`src/rtl/pfc_gen_pkg.sv`:
```
package pfc_gen_pkg;
    localparam int          FRAME_BYTES = 60;
    localparam int          MAX_QUEUES  = 8;
    localparam logic [47:0] CTRL_DA     = 48'h0180C2000001;
    localparam logic [15:0] CTRL_TYPE   = 16'h8808;
    localparam logic [15:0] OP_PAUSE    = 16'h0001;
    localparam logic [15:0] OP_PFC      = 16'h0101;

    typedef enum logic {
        ST_IDLE = 1'b0,
        ST_SEND = 1'b1
    } tx_state_t;
endpackage

```
`src/rtl/pfc_chan_track.sv`:
```
module pfc_chan_track #(
    parameter int QW = 16
) (
    input  logic          clk,
    input  logic          rst_n,
    input  logic          tick,
    input  logic          req_off,
    input  logic          req_on,
    input  logic          take,
    input  logic [QW-1:0] holdoff,
    output logic          want_off,
    output logic          want_on
);
    logic          pend_off;
    logic          pend_on;
    logic [QW-1:0] hold_cnt;

    always_ff @(posedge clk) begin
        if (!rst_n) begin
            pend_off <= 1'b0;
            pend_on  <= 1'b0;
            hold_cnt <= '0;
        end else begin
            if (take && want_on)  pend_on  <= 1'b0;
            if (take && want_off) pend_off <= 1'b0;
            if (req_off && !req_on) begin
                pend_off <= 1'b1;
                pend_on  <= 1'b0;
            end else if (req_on && !req_off) begin
                pend_on  <= 1'b1;
                pend_off <= 1'b0;
            end
            if (take && want_off)
                hold_cnt <= holdoff;
            else if (tick && hold_cnt != '0)
                hold_cnt <= hold_cnt - 1'b1;
        end
    end

    assign want_on  = pend_on;
    assign want_off = pend_off && (hold_cnt == '0);

    // a launched XOFF with nonzero holdoff makes the channel ineligible next cycle
    a_r8_holdoff_blocks: assert property (@(posedge clk) disable iff (!rst_n)
        (take && want_off && holdoff != '0) |=> !want_off);

    // a request pair with both bits set leaves the pending state alone
    a_r3_both_ignored: assert property (@(posedge clk) disable iff (!rst_n)
        (req_off && req_on && !take) |=>
            (pend_off == $past(pend_off) && pend_on == $past(pend_on)));

    // XON and XOFF are never pending together
    a_r6_exclusive: assert property (@(posedge clk) disable iff (!rst_n)
        !(pend_off && pend_on));
endmodule

```
`src/rtl/pfc_frame_rom.sv`:
```
module pfc_frame_rom
    import pfc_gen_pkg::*;
#(
    parameter int NQ = 4
) (
    input  logic [5:0]      idx,
    input  logic            pfc_sel,
    input  logic [47:0]     sa,
    input  logic [NQ-1:0]   snap_en,
    input  logic [16*NQ-1:0] snap_q,
    input  logic [15:0]     snap_pq,
    output logic [7:0]      byte_o
);
    logic [7:0] en8;

    always_comb begin
        en8 = '0;
        en8[NQ-1:0] = snap_en;
    end

    always_comb begin
        byte_o = 8'h00;
        for (int i = 0; i < 6; i++) begin
            if (idx == 6'(i))     byte_o = CTRL_DA[8*(5-i) +: 8];
            if (idx == 6'(i + 6)) byte_o = sa[8*(5-i) +: 8];
        end
        if (idx == 6'd12) byte_o = CTRL_TYPE[15:8];
        if (idx == 6'd13) byte_o = CTRL_TYPE[7:0];
        if (idx == 6'd14) byte_o = pfc_sel ? OP_PFC[15:8] : OP_PAUSE[15:8];
        if (idx == 6'd15) byte_o = pfc_sel ? OP_PFC[7:0]  : OP_PAUSE[7:0];
        if (pfc_sel) begin
            if (idx == 6'd17) byte_o = en8;
            for (int q = 0; q < NQ; q++) begin
                if (idx == 6'(18 + 2*q)) byte_o = snap_q[16*q + 8 +: 8];
                if (idx == 6'(19 + 2*q)) byte_o = snap_q[16*q +: 8];
            end
        end else begin
            if (idx == 6'd16) byte_o = snap_pq[15:8];
            if (idx == 6'd17) byte_o = snap_pq[7:0];
        end
    end
endmodule

```
`src/rtl/pfc_pause_gen.sv`:
```
module pfc_pause_gen
    import pfc_gen_pkg::*;
#(
    parameter int NQ            = 4,
    parameter int QUANTA_CYCLES = 8
) (
    input  logic             clk,
    input  logic             rst_n,
    input  logic             pfc_mode,
    input  logic [1:0]       pause_req,
    input  logic [2*NQ-1:0]  queue_req,
    input  logic [47:0]      station_addr,
    input  logic [15:0]      pause_quanta,
    input  logic [15:0]      pause_holdoff,
    input  logic [16*NQ-1:0] queue_quanta,
    input  logic [16*NQ-1:0] queue_holdoff,
    input  logic             out_ready,
    output logic [7:0]       out_data,
    output logic             out_valid,
    output logic             out_sop,
    output logic             out_eop
);
    localparam logic [5:0] LAST_IDX = 6'(FRAME_BYTES - 1);

    tx_state_t        state;
    logic [5:0]       idx;
    logic             tick;
    logic             launch;
    logic [NQ-1:0]    q_off, q_on;
    logic             g_off, g_on;
    logic             snap_pfc;
    logic [NQ-1:0]    snap_en;
    logic [16*NQ-1:0] snap_q;
    logic [15:0]      snap_pq;
    logic [47:0]      snap_sa;

    generate
        if (QUANTA_CYCLES == 1) begin : g_tick_every
            assign tick = 1'b1;
        end else begin : g_tick_div
            localparam int PW = $clog2(QUANTA_CYCLES);
            localparam logic [PW-1:0] PLAST = PW'(QUANTA_CYCLES - 1);
            logic [PW-1:0] pre;
            always_ff @(posedge clk) begin
                if (!rst_n)            pre <= '0;
                else if (pre == PLAST) pre <= '0;
                else                   pre <= pre + 1'b1;
            end
            assign tick = (pre == PLAST);
        end
    endgenerate

    generate
        for (genvar q = 0; q < NQ; q++) begin : g_queue
            pfc_chan_track #(.QW(16)) u_trk (
                .clk      (clk),
                .rst_n    (rst_n),
                .tick     (tick),
                .req_off  (queue_req[2*q]),
                .req_on   (queue_req[2*q+1]),
                .take     (launch && pfc_mode),
                .holdoff  (queue_holdoff[16*q +: 16]),
                .want_off (q_off[q]),
                .want_on  (q_on[q])
            );
        end
    endgenerate

    pfc_chan_track #(.QW(16)) u_global (
        .clk      (clk),
        .rst_n    (rst_n),
        .tick     (tick),
        .req_off  (pause_req[0]),
        .req_on   (pause_req[1]),
        .take     (launch && !pfc_mode),
        .holdoff  (pause_holdoff),
        .want_off (g_off),
        .want_on  (g_on)
    );

    assign launch = (state == ST_IDLE) &&
                    (pfc_mode ? |(q_off | q_on) : (g_off | g_on));

    // state register
    always_ff @(posedge clk) begin
        if (!rst_n) begin
            state <= ST_IDLE;
            idx   <= '0;
        end else begin
            unique case (state)
                ST_IDLE: begin
                    idx <= '0;
                    if (launch) state <= ST_SEND;
                end
                ST_SEND: begin
                    if (out_ready) begin
                        if (idx == LAST_IDX) begin
                            state <= ST_IDLE;
                            idx   <= '0;
                        end else begin
                            idx <= idx + 1'b1;
                        end
                    end
                end
                default: state <= ST_IDLE;
            endcase
        end
    end

    // frame snapshot taken at launch
    always_ff @(posedge clk) begin
        if (!rst_n) begin
            snap_pfc <= 1'b0;
            snap_en  <= '0;
            snap_q   <= '0;
            snap_pq  <= '0;
            snap_sa  <= '0;
        end else if (launch) begin
            snap_pfc <= pfc_mode;
            snap_sa  <= station_addr;
            snap_pq  <= g_off ? pause_quanta : 16'h0000;
            for (int q = 0; q < NQ; q++) begin
                snap_en[q]       <= q_off[q] | q_on[q];
                snap_q[16*q +: 16] <= q_off[q] ? queue_quanta[16*q +: 16] : 16'h0000;
            end
        end
    end

    pfc_frame_rom #(.NQ(NQ)) u_rom (
        .idx     (idx),
        .pfc_sel (snap_pfc),
        .sa      (snap_sa),
        .snap_en (snap_en),
        .snap_q  (snap_q),
        .snap_pq (snap_pq),
        .byte_o  (out_data)
    );

    // outputs
    always_comb begin
        out_valid = 1'b0;
        out_sop   = 1'b0;
        out_eop   = 1'b0;
        unique case (state)
            ST_IDLE: ;
            ST_SEND: begin
                out_valid = 1'b1;
                out_sop   = (idx == '0);
                out_eop   = (idx == LAST_IDX);
            end
            default: ;
        endcase
    end

    // stalled byte stays put
    a_r1_stall_stable: assert property (@(posedge clk) disable iff (!rst_n)
        (out_valid && !out_ready) |=> (out_valid && $stable(out_data)));

    // a frame always opens with the start marker
    a_r1_sop_on_rise: assert property (@(posedge clk) disable iff (!rst_n)
        $rose(out_valid) |-> out_sop);

    // accepted end byte is followed by an idle cycle
    a_r7_gap_after_eop: assert property (@(posedge clk) disable iff (!rst_n)
        (out_valid && out_eop && out_ready) |=> !out_valid);

    // first byte is the reserved multicast prefix
    a_r2_first_byte: assert property (@(posedge clk) disable iff (!rst_n)
        out_sop |-> (out_data == 8'h01));
endmodule

```
`config.mk`:
```
export PLATFORM = sky130hd
export DESIGN_NAME = pfc_pause_gen
export DESIGN_NICKNAME = d
export VERILOG_FILES = /design/src/rtl/pfc_gen_pkg.sv /design/src/rtl/pfc_chan_track.sv /design/src/rtl/pfc_frame_rom.sv /design/src/rtl/pfc_pause_gen.sv
export SDC_FILE = /design/constraint.sdc
export NUM_CORES = 1
export LEC_CHECK = 0
export BUFFER_PORTS_ARGS = -buffer_cell sky130_fd_sc_hd__buf_2
export CORE_MARGIN = 5
export CORE_UTILIZATION = 50
export CTS_CLUSTER_SIZE = 12
export DETAILED_ROUTE_END_ITERATION = 7
export PLACE_DENSITY = 0.82
export SYNTH_ARGS = -nofsm -noshare
export SYNTH_HDL_FRONTEND = slang
export SYNTH_SLANG_ARGS = --single-unit
export TNS_END_PERCENT = 5
```
`constraint.sdc`:
```
create_clock -name clk -period 4.3 [get_ports clk]
set_input_delay 0.43 -clock clk [delete_from_list [all_inputs] [get_ports clk]]
set_output_delay 0.43 -clock clk [all_outputs]
set_load 0.1 [all_outputs]
```
==> results.sh, run 1 <==
export IMPL_critPathBufInv=2
export IMPL_crit_path_start_kind="flop"
export IMPL_crit_slowest_cell="sky130_fd_sc_hd__dfxtp_1"
export IMPL_groute_layer_met3_usage_pct=5.62
export IMPL_post_layout_total_power_mw=5.61
export IMPL_gp_routability_congestion=0.983
export IMPL_cts_htree_levels=1
export IMPL_final_net_count=1860
export IMPL_synth_area_leader_cell="sky130_fd_sc_hd__dfxtp_1"
export IMPL_clock_fmax_mhz=240
export IMPL_run_status="complete, no violations"
export IMPL_netlist_top_cells_area="sky130_fd_sc_hd__dfxtp_1 (39%), sky130_fd_sc_hd__nand2_1 (8.0%), sky130_fd_sc_hd__mux2i_1 (4.7%)"
export IMPL_worstHoldEndpoint="snap_q[1]"
export IMPL_dp_final_hpwl_microns=27300
export IMPL_grt_busiest_layer="met2"
export IMPL_die_height_microns=164
export IMPL_cts_inserted_buffers=26
export IMPL_synth_seq_cells=233
export IMPL_drive_above_1_share_pct=20.4
export IMPL_groute_layer_met1_usage_pct=35.9
export IMPL_timing_hold_worst_class="primary input to flop"
export IMPL_mappedNetlistArea_sq_um=11800
export IMPL_crit_family="compound AO/OA/AOI/OAI gates"
export IMPL_avgSynthCellArea_sq_um=8.20
export IMPL_place_ws_ps=704
export IMPL_placed_cell_area_sq_um=13200
export IMPL_timing_critical_path_cells="nor4bb_2 > buf_4 > and2_1 > o311ai_0 > a41o_1 > a221oi_1 > a211o_1 > buf_2"
export IMPL_synth_adder_area_share_pct=1.16
export IMPL_routed_wire_length_per_instance_microns=18.9
export IMPL_tritoncts="built"
export IMPL_final_min_period_over_clock_period_pct=96.8
export IMPL_worstPathRequired_ps=3870
export IMPL_asyncSetResetFlopFracSynth_pct=0
export IMPL_die_width_microns=164
export IMPL_timing_hold_worst_path_depth=2
export IMPL_starting_density_of_the_core_pct=50.6
export IMPL_critical_path_max_stage_delay_ps=750
export IMPL_min_delay_start="queue_quanta[1]"
export IMPL_utilization_after_layout_pct=60.0
export IMPL_dominant_combinational_cell_family_by_area_after_synthesis="simple AND/OR/NAND/NOR gates"
export IMPL_min_period_ps=4160
export IMPL_pwr_density_cell_nw_per_um2=399
export IMPL_die_area_sq_um=26900
export IMPL_overflow=0
export IMPL_area_share_of_and_or_nand_nor_cells_after_synthesis_pct=25.0
export IMPL_synth_nets=1676
export IMPL_detail_route_iter0_violations=1321
export IMPL_yosys_cell_count_top_type="sky130_fd_sc_hd__nand2_1"
export IMPL_final_antenna_net_count=0
export IMPL_synth_yosys_warnings=0
export IMPL_report_final_slew_viol_count=0
export IMPL_area_growth_pct=18.7
export IMPL_r2r_start="g_queue[1].u_trk.hold_cnt[2]"
export IMPL_grt_start_max_net_pins=125
export IMPL_maxCapViolations=0
export IMPL_clkSinkCount=233
export IMPL_ys_flop_type="sky130_fd_sc_hd__dfxtp_1"
export IMPL_cell_at_the_root_of_the_clock_tree="sky130_fd_sc_hd__clkbuf_16"
export IMPL_drc=0
export IMPL_timing_max_slew_rel_slack_pct=27.6
export IMPL_synth_compound_area_share_pct=21.3
export IMPL_grt_first_pass_wirelength_microns=58500
export IMPL_critPathArrivalTime_ps=3730
export IMPL_synth_xor_area_share_pct=2.96
export IMPL_dr_total_vias=11771
export IMPL_finClkSkew_ps=15.3
export IMPL_worstPathMaxFanout=21
export IMPL_slew_at_the_pin_closest_to_its_max_slew_limit_ps=1090
export IMPL_worstReg2RegEnd="snap_q[49]"
export IMPL_grt_antenna_before_repair=8
export IMPL_number_of_enable_type_register_cells_in_the_synthesized_netlist=0
export IMPL_ys_top_cells_by_count="sky130_fd_sc_hd__nand2_1 (253), sky130_fd_sc_hd__dfxtp_1 (233), sky130_fd_sc_hd__a21oi_1 (100)"
export IMPL_port_buffers=232
export IMPL_synth_seq_area_share_pct=39.4
export IMPL_globalRouteMet2Util_pct=43.7
export IMPL_worst_setup_hold_path_clk_slew_ps=70
export IMPL_synth_cell_type_count=80
export IMPL_first_global_vias=11410
export IMPL_ir_worst_vdd_uv=348
export IMPL_muxShareOfSynthArea_pct=5.51
export IMPL_row_count=56
export IMPL_worst_setup_path_type="flop to output pin"
export IMPL_vias_per_cell=6.00
export IMPL_worstSkewPairLatency_ps=540
export IMPL_drt_first_pass_iters=6
export IMPL_syn_inst=1443
export IMPL_rrSetupSlack_ps=810
export IMPL_timing_final_setup_violations=0
export IMPL_cts_root_to_sink_buffers=3
export IMPL_final_hold_viol_count=0
export IMPL_post_route_cell_area_sq_um=14100
export IMPL_synthDominantCellAreaShare_pct=39.4
export IMPL_grt_setup_unrepaired="no"
export IMPL_postLayoutSetupSlackWorst_ps=140
export IMPL_io_pins=233
export IMPL_core_region_area_sq_um=23400
export IMPL_groute_usage_overall_pct=26.8
export IMPL_cts_post_setup_buffers_inserted=0
export IMPL_fin_setup_tns_ps=0
export IMPL_wl_microns=37100
export IMPL_r2r_cells=6
export IMPL_crit_path_end_kind="output pin"
export IMPL_total_leakage_power_nw=5.58
power breakdown:
part           internal [mW]  switching [mW]
clock                   1.33           0.895
sequential              2.30           0.124
combinational          0.350           0.619
total                   3.97            1.64
cell families (layout without fill, tap and decap cells):
group / Yosys count / count (layout)
multiplexers: 64 / 64
AND/OR/NAND/NOR: 605 / 605
XOR/XNOR: 40 / 40
flip-flops: 233 / 233
AO/OA/AOI/OAI: 361 / 361
adder cells (fa/ha/maj): 11 / 11
buffers and inverters: 129 / 329
other: 0 / 1
how the worst max path moves through the flow:
| stage | startpoint | endpoint | slack, ps | depth (start not counted) |
|---|---|---|---|---|
| 3_5_place_dp | idx[1] | out_data[7] | 700 | 9 |
| 2_1_floorplan | idx[0] | out_data[2] | -100 | 9 |
| 6_report | idx[2] | out_data[6] | 140 | 8 |
| 4_1_cts | idx[1] | out_data[7] | 130 | 9 |
| 5_1_grt | idx[1] | out_data[7] | 20 | 9 |
| 3_3_place_gp | idx[1] | out_data[7] | 680 | 9 |
timing repair:
action,4_1_cts,5_1_grt
hold buffers,0,0
setup endpoints to repair,0,3
resized for setup,0,2
hold endpoints to repair,0,0
registers in the layout (all words and copies together), names as in the netlist:
register	flops
state	1
snap_sa	48
snap_pq	16
g_queue.u_trk.want_on	4
u_global.hold_cnt	16
g_queue.u_trk.pend_off	4
idx	6
g_tick_div.pre	3
snap_q	64
snap_pfc	1
u_global.want_on	1
snap_en	4
g_queue.u_trk.hold_cnt	64
u_global.pend_off	1
layer usage:
layer  up-vias  share of wire (%)
met1      5482                 42
met4        14                3.4
met5         -               0.24
li1       5656                  -
met2       519                 45
met3       100                9.1
layout make-up:
cell class,count,area (sq um)
Antenna cell,1,2.50
Clock buffer,36,748
Clock inverter,8,106
Fill cell,2134,9350
Inverter,28,105
Multi-Input combinational cell,1081,6660
Sequential cell,233,4660
Tap cell,319,399
Timing Repair Buffer,257,1370
cell usage in the layout (no fill, tap or decap), types with 7 or more instances in the layout:
cell | netlist | layout
sky130_fd_sc_hd__a211oi_1 | 20 | 20
sky130_fd_sc_hd__a21oi_1 | 100 | 99
sky130_fd_sc_hd__a221oi_1 | 10 | 10
sky130_fd_sc_hd__a22oi_1 | 8 | 8
sky130_fd_sc_hd__a31oi_1 | 11 | 11
sky130_fd_sc_hd__a32o_1 | 49 | 49
sky130_fd_sc_hd__a32oi_1 | 7 | 7
sky130_fd_sc_hd__and2_1 | 11 | 10
sky130_fd_sc_hd__and3_1 | 7 | 7
sky130_fd_sc_hd__buf_2 | 8 | 230
sky130_fd_sc_hd__buf_4 | 2 | 24
sky130_fd_sc_hd__clkbuf_16 | 0 | 26
sky130_fd_sc_hd__dfxtp_1 | 233 | 233
sky130_fd_sc_hd__ha_1 | 11 | 10
sky130_fd_sc_hd__inv_1 | 27 | 27
sky130_fd_sc_hd__mux2_2 | 9 | 9
sky130_fd_sc_hd__mux2i_1 | 55 | 55
sky130_fd_sc_hd__nand2_1 | 253 | 253
sky130_fd_sc_hd__nand2b_1 | 15 | 15
sky130_fd_sc_hd__nand3_1 | 37 | 37
sky130_fd_sc_hd__nand3b_1 | 17 | 17
sky130_fd_sc_hd__nand4_1 | 31 | 31
sky130_fd_sc_hd__nor2_1 | 93 | 93
sky130_fd_sc_hd__nor2b_1 | 10 | 10
sky130_fd_sc_hd__nor3_1 | 42 | 41
sky130_fd_sc_hd__nor4_1 | 21 | 19
sky130_fd_sc_hd__o211ai_1 | 11 | 11
sky130_fd_sc_hd__o21ai_0 | 58 | 57
sky130_fd_sc_hd__o22ai_1 | 22 | 22
sky130_fd_sc_hd__or3_1 | 12 | 12
sky130_fd_sc_hd__or4_1 | 12 | 12
sky130_fd_sc_hd__xnor2_1 | 19 | 19
sky130_fd_sc_hd__xor2_1 | 21 | 21
stage by stage:
stage / hold slack, ps / instances
floorplan: 408 / 1443
global placement: 417 / 1918
detailed placement: 421 / 1918
CTS: 78.9 / 1962
global route: 91.3 / 1963
finish: 96.3 / 1963
Note: power is estimated with default switching activity, not from simulation.
==> run 2, diff against run 1 <==
Settings changed: PLACE_DENSITY 0.82 to 0.73.
==> run 2 against run 1 <==
Net effect:
- fmax up 3.4%
- design area about the same
- register-to-register slack about the same
- sequential power about the same
- cell count up 0.15%
- combinational power up 0.4%
- worst hold slack better by 9.9 ps
==> results.sh, run 2 (synthesis gave the netlist of run 1 again) <==
export IMPL_highest_count_cells_in_the_layout_ignoring_fill_and_taps="sky130_fd_sc_hd__nand2_1 (253), sky130_fd_sc_hd__dfxtp_1 (233), sky130_fd_sc_hd__buf_2 (231), sky130_fd_sc_hd__a21oi_1 (99), sky130_fd_sc_hd__nor2_1 (93)"
export IMPL_cts_root_to_sink_buffers=3
export IMPL_final_min_period_over_clock_period_pct=93.6
export IMPL_n_fill_cell=2174
export IMPL_wl_microns=36200
export IMPL_worst_setup_hold_path_clk_slew_ps=60
export IMPL_critical_path_max_stage_delay_ps=530
export IMPL_grt_first_pass_wirelength_microns=56000
export IMPL_grt_setup_unrepaired="no"
export IMPL_crit_path_start_kind="flop"
export IMPL_final_hold_viol_count=0
export IMPL_ir_worst_vdd_uv=300
export IMPL_detail_route_iter0_violations=1276
export IMPL_maxCapViolations=0
export IMPL_report_final_slew_viol_count=0
export IMPL_port_buffers=232
export IMPL_drc=0
export IMPL_die_height_microns=164
export IMPL_die_width_microns=164
export IMPL_clock_fmax_mhz=249
export IMPL_timing_hold_worst_path_depth=2
export IMPL_critPathArrivalTime_ps=3590
export IMPL_dpl_cell_count=1921
export IMPL_first_global_vias=10987
export IMPL_total_leakage_power_nw=5.58
export IMPL_stdcell_count=1966
export IMPL_final_antenna_net_count=0
export IMPL_die_area_sq_um=26900
export IMPL_row_count=56
export IMPL_crit_slowest_cell="sky130_fd_sc_hd__a21boi_1"
export IMPL_slew_at_the_pin_closest_to_its_max_slew_limit_ps=1130
export IMPL_vias_per_cell=5.93
export IMPL_drive_above_1_share_pct=20.4
export IMPL_io_pins=233
export IMPL_rrSetupSlack_ps=820
export IMPL_largest_registers="g_queue.u_trk.hold_cnt x64, snap_q x64, snap_sa x48"
export IMPL_cell_at_the_root_of_the_clock_tree="sky130_fd_sc_hd__clkbuf_16"
export IMPL_final_net_count=1863
export IMPL_clkSinkCount=233
export IMPL_gp_routability_congestion=1.00
export IMPL_postLayoutSetupSlackWorst_ps=276
export IMPL_groute_usage_overall_pct=25.6
export IMPL_mostFrequentLayoutCell="sky130_fd_sc_hd__nand2_1"
export IMPL_cts_htree_levels=1
export IMPL_crit_path_end_kind="output pin"
export IMPL_dp_final_hpwl_microns=26300
export IMPL_timing_hold_worst_class="primary input to flop"
export IMPL_cts_inserted_buffers=26
export IMPL_min_period_ps=4020
export IMPL_tritoncts="built"
export IMPL_overflow=0
export IMPL_worstPathMaxFanout=23
export IMPL_timing_critical_path_cells="ha_1 > buf_4 > nand3b_1 > a21boi_1 > o21ai_0 > a221oi_1 > a211o_1 > buf_2"
export IMPL_post_layout_total_power_mw=5.51
export IMPL_grt_antenna_before_repair=2
export IMPL_worstHoldEndpoint="snap_q[45]"
export IMPL_worstReg2RegEnd="snap_sa[33]"
export IMPL_core_region_area_sq_um=23400
export IMPL_worstSkewPairLatency_ps=530
export IMPL_starting_density_of_the_core_pct=50.6
export IMPL_dr_total_vias=11664
export IMPL_timing_final_setup_violations=0
export IMPL_place_ws_ps=810
export IMPL_grt_start_max_net_pins=89
export IMPL_finClkSkew_ps=10.4
export IMPL_timing_max_slew_rel_slack_pct=24.1
export IMPL_routed_wire_length_per_instance_microns=18.4
export IMPL_area_growth_pct=18.6
export IMPL_min_delay_start="queue_quanta[45]"
export IMPL_drt_first_pass_iters=5
export IMPL_worst_setup_path_type="flop to output pin"
export IMPL_run_status="complete, no violations"
export IMPL_worstPathRequired_ps=3870
export IMPL_r2r_cells=7
export IMPL_r2r_start="g_queue[1].u_trk.hold_cnt[2]"
export IMPL_pwr_density_cell_nw_per_um2=392
==> run 2: cell count changes in the layout (fill, tap and decap cells not counted), moves of 2 or more <==
cell	change
sky130_fd_sc_hd__clkinvlp_4	-2
sky130_fd_sc_hd__clkinv_2	+3
sky130_fd_sc_hd__clkbuf_8	-2
sky130_fd_sc_hd__buf_4	+3
==> run 2: timing repair <==
| action | in CTS | in global routing |
|---|---|---|
| setup buffers | 0 | 0 |
| setup endpoints to repair | 0 | 3 |
| gates resized for setup | 0 | 1 |
| hold buffers | 0 | 0 |
==> run 2: power by group <==
group	total [mW]	leakage, nW	internal [mW]	switching [mW]
combinational	0.973	3.29	0.355	0.618
clock	2.12	0.404	1.24	0.888
sequential	2.41	1.89	2.30	0.119
total	5.51	5.58	3.89	1.62
==> run 2: final cells by class <==
cell class              count  area [sq um]  area share (%)
multi-input cells        1081          6670            47.5
flip-flops and latches    233          4660            33.2
repair buffers            260          1390            9.90
clock buffers              35           724            5.16
well taps                 319           399            2.84
inverters                  28           105           0.748
clock inverters             9          85.1           0.606
diodes                      1          2.50          0.0178
==> run 2: through the flow <==
step	cell area [sq um]	hold WS, ps	TNS (ps)	utilization [%]
floorplan	11800	408	-113	-
global placement	13200	420	0	56.5
detailed placement	13200	435	0	56.5
CTS	14000	87.3	0	60.0
global route	14000	82.4	0	60.0
finish	14000	106	0	60.0
==> run 2: critical path, delay by kind of cell (launching register included) <==
| kind | cells | cell delay [ps] |
|---|---|---|
| buffers and inverters | 2 | 770 |
| AOI/OAI and AO/OA | 4 | 1290 |
| and+or+nand+nor | 1 | 100 |
| DFF | 1 | 390 |
| adders and majority gates | 1 | 490 |
==> run 2: how the worst max path moves through the flow <==
stage / to / cells past startpoint / startpoint
after floorplan: out_data[2] / 9 / idx[0]
after global placement: out_data[7] / 9 / idx[0]
after detailed placement: out_data[6] / 7 / idx[2]
after CTS: out_data[6] / 7 / idx[2]
after global routing: out_data[1] / 7 / idx[2]
final: out_data[6] / 8 / idx[0]
==> run 2: routing by layer <==
layer	track usage (%)	up-vias	share of wire (%)
li1	-	5653	-
met1	34.1	5467	43
met2	42.2	460	47
met3	4.44	82	7.5
met4	8.50	2	3.2
met5	0	-	0.036
